File: src/rtl/dual_dec_counter.sv
module dual_dec_counter #(
  parameter int W = 8
) (
  input  logic         clk,
  input  logic         rst_n,
  input  logic [W-1:0] val_a,
  input  logic [W-1:0] val_b,
  input  logic [W-1:0] step_b,
  input  logic         ld_a,
  input  logic         ld_b,
  input  logic         dn_a,
  input  logic         dn_b,
  output logic [W-1:0] cnt_a,
  output logic [W-1:0] cnt_b,
  output logic         halt
);
  localparam logic [W-1:0] ONE = W'(1);

  logic wrap_q;
  logic go_a, go_b, wrap_a, wrap_b;

  assign halt   = (cnt_a == cnt_b) | wrap_q;
  assign go_a   = dn_a & ~ld_a & ~halt;
  assign go_b   = dn_b & ~ld_b & ~halt;
  assign wrap_a = go_a & (cnt_a < ONE);
  assign wrap_b = go_b & (step_b > cnt_b);

  always_ff @(posedge clk) begin
    if (!rst_n) begin
      cnt_a  <= '0;
      cnt_b  <= '0;
      wrap_q <= 1'b0;
    end else begin
      if (ld_a)      cnt_a <= val_a;
      else if (go_a) cnt_a <= cnt_a - ONE;
      if (ld_b)      cnt_b <= val_b;
      else if (go_b) cnt_b <= cnt_b - step_b;
      wrap_q <= (wrap_q & ~(ld_a | ld_b)) | wrap_a | wrap_b;
    end
  end
endmodule

File: config.mk
export PLATFORM = sky130hd
export DESIGN_NAME = dual_dec_counter
export DESIGN_NICKNAME = d
export VERILOG_FILES = /design/src/rtl/dual_dec_counter.sv
export SDC_FILE = /design/constraint.sdc
export NUM_CORES = 1
export LEC_CHECK = 0
export ABC_AREA = 0
export ABC_CLOCK_PERIOD_IN_PS = 2300
export CORE_ASPECT_RATIO = 0.75
export CORE_MARGIN = 5
export CORE_UTILIZATION = 46
export DETAILED_ROUTE_END_ITERATION = 6
export HOLD_SLACK_MARGIN = 0.08
export PLACE_DENSITY_LB_ADDON = 0.1
export SYNTH_ARGS = -nofsm -noshare
export SYNTH_HDL_FRONTEND = slang
export SYNTH_SLANG_ARGS = --single-unit
File: constraint.sdc
create_clock -name clk -period 2.3 [get_ports clk]
set_clock_uncertainty 0.05 [all_clocks]
set_input_delay 0.345 -clock clk [delete_from_list [all_inputs] [get_ports clk]]
set_output_delay 0.345 -clock clk [all_outputs]
set_load 0.02 [all_outputs]
=== After elaboration in Yosys (flattened, before gate mapping) ===
Cells that the tools add are included.

* Bits in read-only memories: 0
* Bits in writable memories: 0
* Bits in latches: 0
* Memories kept: 0
* Output and inout bits: 17
* Bits of input ports: 30
* Register bits: 17

* Bitwise logic cells: 15
* $add $sub $neg: 2
* Magnitude comparators: 2
* Eq/ne operators: 1
* Shifts and indexed selects: 0
* Multiply operators: 0
* Divide/modulo/power cells: 0
* Muxes and demuxes: 4
* Reductions and logical operators: 2

{| class="wikitable"
|+ Operators by type and width
! operator !! count
|-
| 8-bit 2-to-1 mux || 4
|-
| 8-bit equality test || 1
|-
| 8-bit > comparator || 1
|-
| 8-bit by 1-bit < comparator with 1-bit output (second input constant) || 1
|-
| 8-bit by 1-bit subtractor with 8-bit output (second input constant) || 1
|-
| 8-bit subtractor || 1
|-
| 1-bit bitwise AND || 7
|-
| 1-bit NOT || 4
|-
| 1-bit OR || 4
|-
| 2-bit nonzero test || 2
|}

=== Depth between registers and ports, before layout ===
* Depth after elaboration: 7
* Depth in mapped cells: 9

=== Worst setup path after synthesis ===
OpenSTA, ideal clock, no wires.

* Path kind: reg2reg
* Start: reg cnt_b[0]
* End: reg wrap_q
* Arrival time: 2,054 ps
* Period minus slack after synthesis: 2,193 ps
* Slack: 107 ps
* Path buffers: 0
* Cell stages (with the launch flop): 10
* Required time: 2,161 ps
* Library setup time: 89 ps
* Cells stage by stage: dfxtp_1 -> inv_1 -> ha_1 -> inv_1 -> fa_1 -> a211oi_1 -> nor3b_1 -> o31a_1 -> o31a_1 -> o31ai_1

* Longest elaborated chain between the ends: 7
* Elaborated cells between the ends (all ways): 10

{| class="wikitable"
|+ RTL lines
! what !! RTL line !! source
|-
| start: declaration || 14 || <nowiki>output logic [W-1:0] cnt_b,</nowiki>
|-
| start signal: assignment || 36 || <nowiki>if (ld_b) cnt_b <= val_b;</nowiki>
|-
| start signal: assignment || 37 || <nowiki>else if (go_b) cnt_b <= cnt_b - step_b;</nowiki>
|-
| 8-bit equality test || 22 || <nowiki>assign halt = (cnt_a == cnt_b) | wrap_q;</nowiki>
|-
| 1-bit OR || 22 ||
|-
| 1-bit NOT || 23, 24 ||
|-
| 1-bit bitwise AND || 23 || <nowiki>assign go_a = dn_a & ~ld_a & ~halt;</nowiki>
|-
| 1-bit bitwise AND || 25 || <nowiki>assign wrap_a = go_a & (cnt_a < ONE);</nowiki>
|-
| 1-bit OR || 38 || <nowiki>wrap_q <= (wrap_q & ~(ld_a | ld_b)) | wrap_a | wrap_b;</nowiki>
|-
| 1-bit OR (*) || 38 ||
|-
| end signal: assignment || 38 ||
|-
| end: declaration || 19 || <nowiki>logic wrap_q;</nowiki>
|}

Every way passes the cells marked *; elsewhere a longest branch is shown, timed or not.
A chain may end at the register's enable or synchronous reset.

=== Worst setup path in the final report ===
Ends and elaborated chain as after synthesis.

==> run_results.csv <==
group,metric,value,unit
yosys,yosysMostFrequentCell,"dfxtp_1",
placement,place.gp.congestion,0.822,
yosys,synth_enable_flop_cells,0,
yosys,syn_avg_cell_area,8.10,um^2
finish,fin_nets,280,
floorplanning,dieArea,0.00424,mm^2
detailed_routing,routed_via_density,5.47,
global_route,grt_pass1_vias,1526,
clocking,h-tree-depth,1,
global_route,antenna_found_initial,0,
clocking,clockRootBuffer,"clkbuf_8",
setup_path,required,2.42,ns
global_route,grt_pass1_wl,6750,um
pwr,ir_worst_vdd,0.319,mV
timing,max_slew.worst_pin.slew,0.339,ns
detailed_routing,vias,1515,
outcome,status,"finished with violations",
placement,numPortBuffers,46,
finish,ff_latch_area,344,um^2
yosys,ys_seq_area_share,24.4,%
setup_path,path_cells,"inv_4, ha_4, inv_2, fa_2, a211oi_4, nor3b_2, o31a_1, o31a_1, o31ai_1",
detailed_routing,first_pass_iters,4,
detailed_routing,ant_nets,0,
setup_path,rrSetupSlack,-0.03,ns
run,drv_cap,0,
pwr,finalPower,1.16,mW
setup_path,cpMostUsedCell,"o31a_1",
setup_path,cp.arrival,2.44,ns
global_route,grt_overflow,0,
timing,finalCritPeriodShare,101,%
yosys,yosys-top-cells-area,"dfxtp_1 24%, ha_1 8.1%, xnor2_1 6.9%, xor2_1 4.4%, a21oi_1 4.3%",
floorplanning,rows,17,
detailed_routing,wire_per_inst,15.2,um
pwr,p_leak,0.883,nW
timing,hold_viol,0,
min_path,hold_end,"wrap_q",
floorplanning,start_util,47.8,%
timing,rsz0062_at_grt,"true",
yosys,synthDistinctLibCells,42,
floorplanning,die_h,57.7,um
finish,drive_above_1_share,16.7,%
setup_path,start_kind,"flip-flop",
timing,setup_ws,-0.0264,ns
min_path,hp-start,"wrap_q",
setup_path,timing.rr.start,"cnt_b[0]",
timing,clock.fmax,430,MHz
min_path,hold_class,"reg2reg",
yosys,ys_dominant_reg_cell,"dfxtp_1",
yosys,synth_top_area_share,24.4,%
yosys,yosysTopAreaCell,"dfxtp_1",
yosys,syn-cell-area,0.00139,mm^2
pwr,power_density,545,mW/mm^2
timing,whs,0.491,ns
detailed_routing,drt_iter0_drc,81,
placement,dp.final_hpwl,3190,um
clocking,cts_max_path_buffers,2,
timing,fin_crit,2.33,ns
clocking,cts_hold_buf,0,
yosys,synth_fp_nets,212,
setup_path,path_max_fanout,3,
clocking,cts_sinks,17,
finish,area_growth,53.1,%
clocking,cts_tree,"yes",
timing,slew_viol_final,0,
min_path,worstHoldPathCells,2,
outcome,violations,"negative setup slack",
yosys,syn_inst,172,
setup_path,end_kind,"flip-flop",
finish,fillCellCount,226,
yosys,synth_common_cells,"17 x dfxtp_1, 15 x inv_1, 12 x a21oi_1, 12 x nor2_1",
setup_path,cp_slowest_cell,"fa_2",
placement,postPlaceCellArea,0.00204,mm^2
yosys,synth_seq_cells,17,
floorplanning,core-area,0.00291,mm^2
timing,slew_headroom,77.4,%
clocking,clk_latency,0.25,ns
finish,final_cell_area,0.00213,mm^2
yosys,async_reset_ff_share,0,%
timing,fin_setup_tns,-0.0264,ns
timing,setup_viol_count_final,1,
global_route,grt.total_usage,20.0,%
detailed_routing,wl,4200,um
finish,multi_input_area,998,um^2
setup_path,worstSetupPathType,"reg2reg",
global_route,grt_max_degree,23,
floorplanning,die_width,73.5,um
detailed_routing,drcViolationCount,0,
floorplanning,ioPinCount,47,
clocking,cts_buffers,3,
clocking,clkTransAtPathRegs,0.07,ns
setup_path,max_stage_delay,0.41,ns
yosys,synth-warning-count,0,
setup_path,r2r-end,"wrap_q",
placement,dp_slack,-0.413,ns
setup_path,reg2reg_depth,9,
finish,diodes,0,
-- layout by cell type, fill, tap and decap left out, types with 7 or more instances in the layout --
| cell type | n |
|---|---|
| xnor2_1 | 11 |
| dfxtp_1 | 16 |
| ha_1 | 8 |
| o211ai_1 | 7 |
| a21oi_1 | 11 |
| buf_4 | 23 |
| inv_1 | 13 |
| clkdlybuf4s50_1 | 44 |
| nand3_1 | 8 |
| xor2_1 | 7 |
| nor2_1 | 12 |
| o21ai_0 | 10 |
-- worst max-delay path by stage --
| stage | from | to | slack (ns) | cells after the start |
|---|---|---|---|---|
| finish | cnt_b[0] | wrap_q | -0.03 | 9 |
| global route | cnt_b[0] | wrap_q | -0.12 | 9 |
| CTS | step_b[0] | wrap_q | -0.03 | 9 |
| detailed placement | step_b[0] | wrap_q | -0.41 | 9 |
| global placement | step_b[0] | wrap_q | -0.35 | 9 |
| floorplan | cnt_b[0] | wrap_q | 0.11 | 9 |
-- what timing repair did --
item	4_1_cts	5_1_grt
pin swaps	0	7
setup endpoints to repair	3	3
gates resized for setup	3	12
buffers inserted	0	1
-- worst max-delay path, delay by kind of cell, from the launching register on --
family / cells / cell delay [ns]
adders and majority gates: 2 / 0.54
and+or+nand+nor: 1 / 0.09
DFF: 1 / 0.37
AOI/OAI and AO/OA: 4 / 1.10
buffers and inverters: 2 / 0.10
-- per-stage QoR --
step | utilization, % | std cells
2_1_floorplan | - | 172
3_3_place_gp | 69.9 | 272
3_5_place_dp | 69.9 | 272
4_1_cts | 71.6 | 276
5_1_grt | 73.2 | 277
6_report | 73.2 | 277
-- sequential cells by signal (all words and copies together), names as in the netlist --
name,flops
cnt_a,8
cnt_b,8
wrap_q,1
-- report_power, final --
part           internal [mW]  switching (mW)  total [mW]
Sequential             0.325          0.0366       0.362
Clock                  0.123           0.104       0.226
Combinational          0.293           0.280       0.573
Total                  0.741           0.420        1.16
-- metal layers --
layer	part of all wire (%)	wire length [um]	GRT usage [%]	vias up
li1	-	-	-	758
met1	45	1910	26.7	695
met2	46	1940	33.2	57
met3	7.7	324	4.16	5
met4	0.83	35	4.13	0
met5	0	0	0	-
-- logic make-up after synthesis --
logic type	after synthesis	synth area share [%]
multiplexers	4	2.88
AND/OR/NAND/NOR	53	22.1
AO/OA/AOI/OAI	48	23.3
flip-flops	17	24.4
XOR/XNOR	18	11.3
buffers and inverters	22	6.47
adder cells (fa/ha/maj)	10	9.52
-- layout make-up --
type / count / area share (%)
flip-flops and latches: 17 / 16.1
repair buffers: 69 / 29.8
clock buffers: 4 / 2.11
inverters: 16 / 2.93
multi-input cells: 133 / 46.8
well taps: 38 / 2.23
Power figures use the tool's default switching activity.
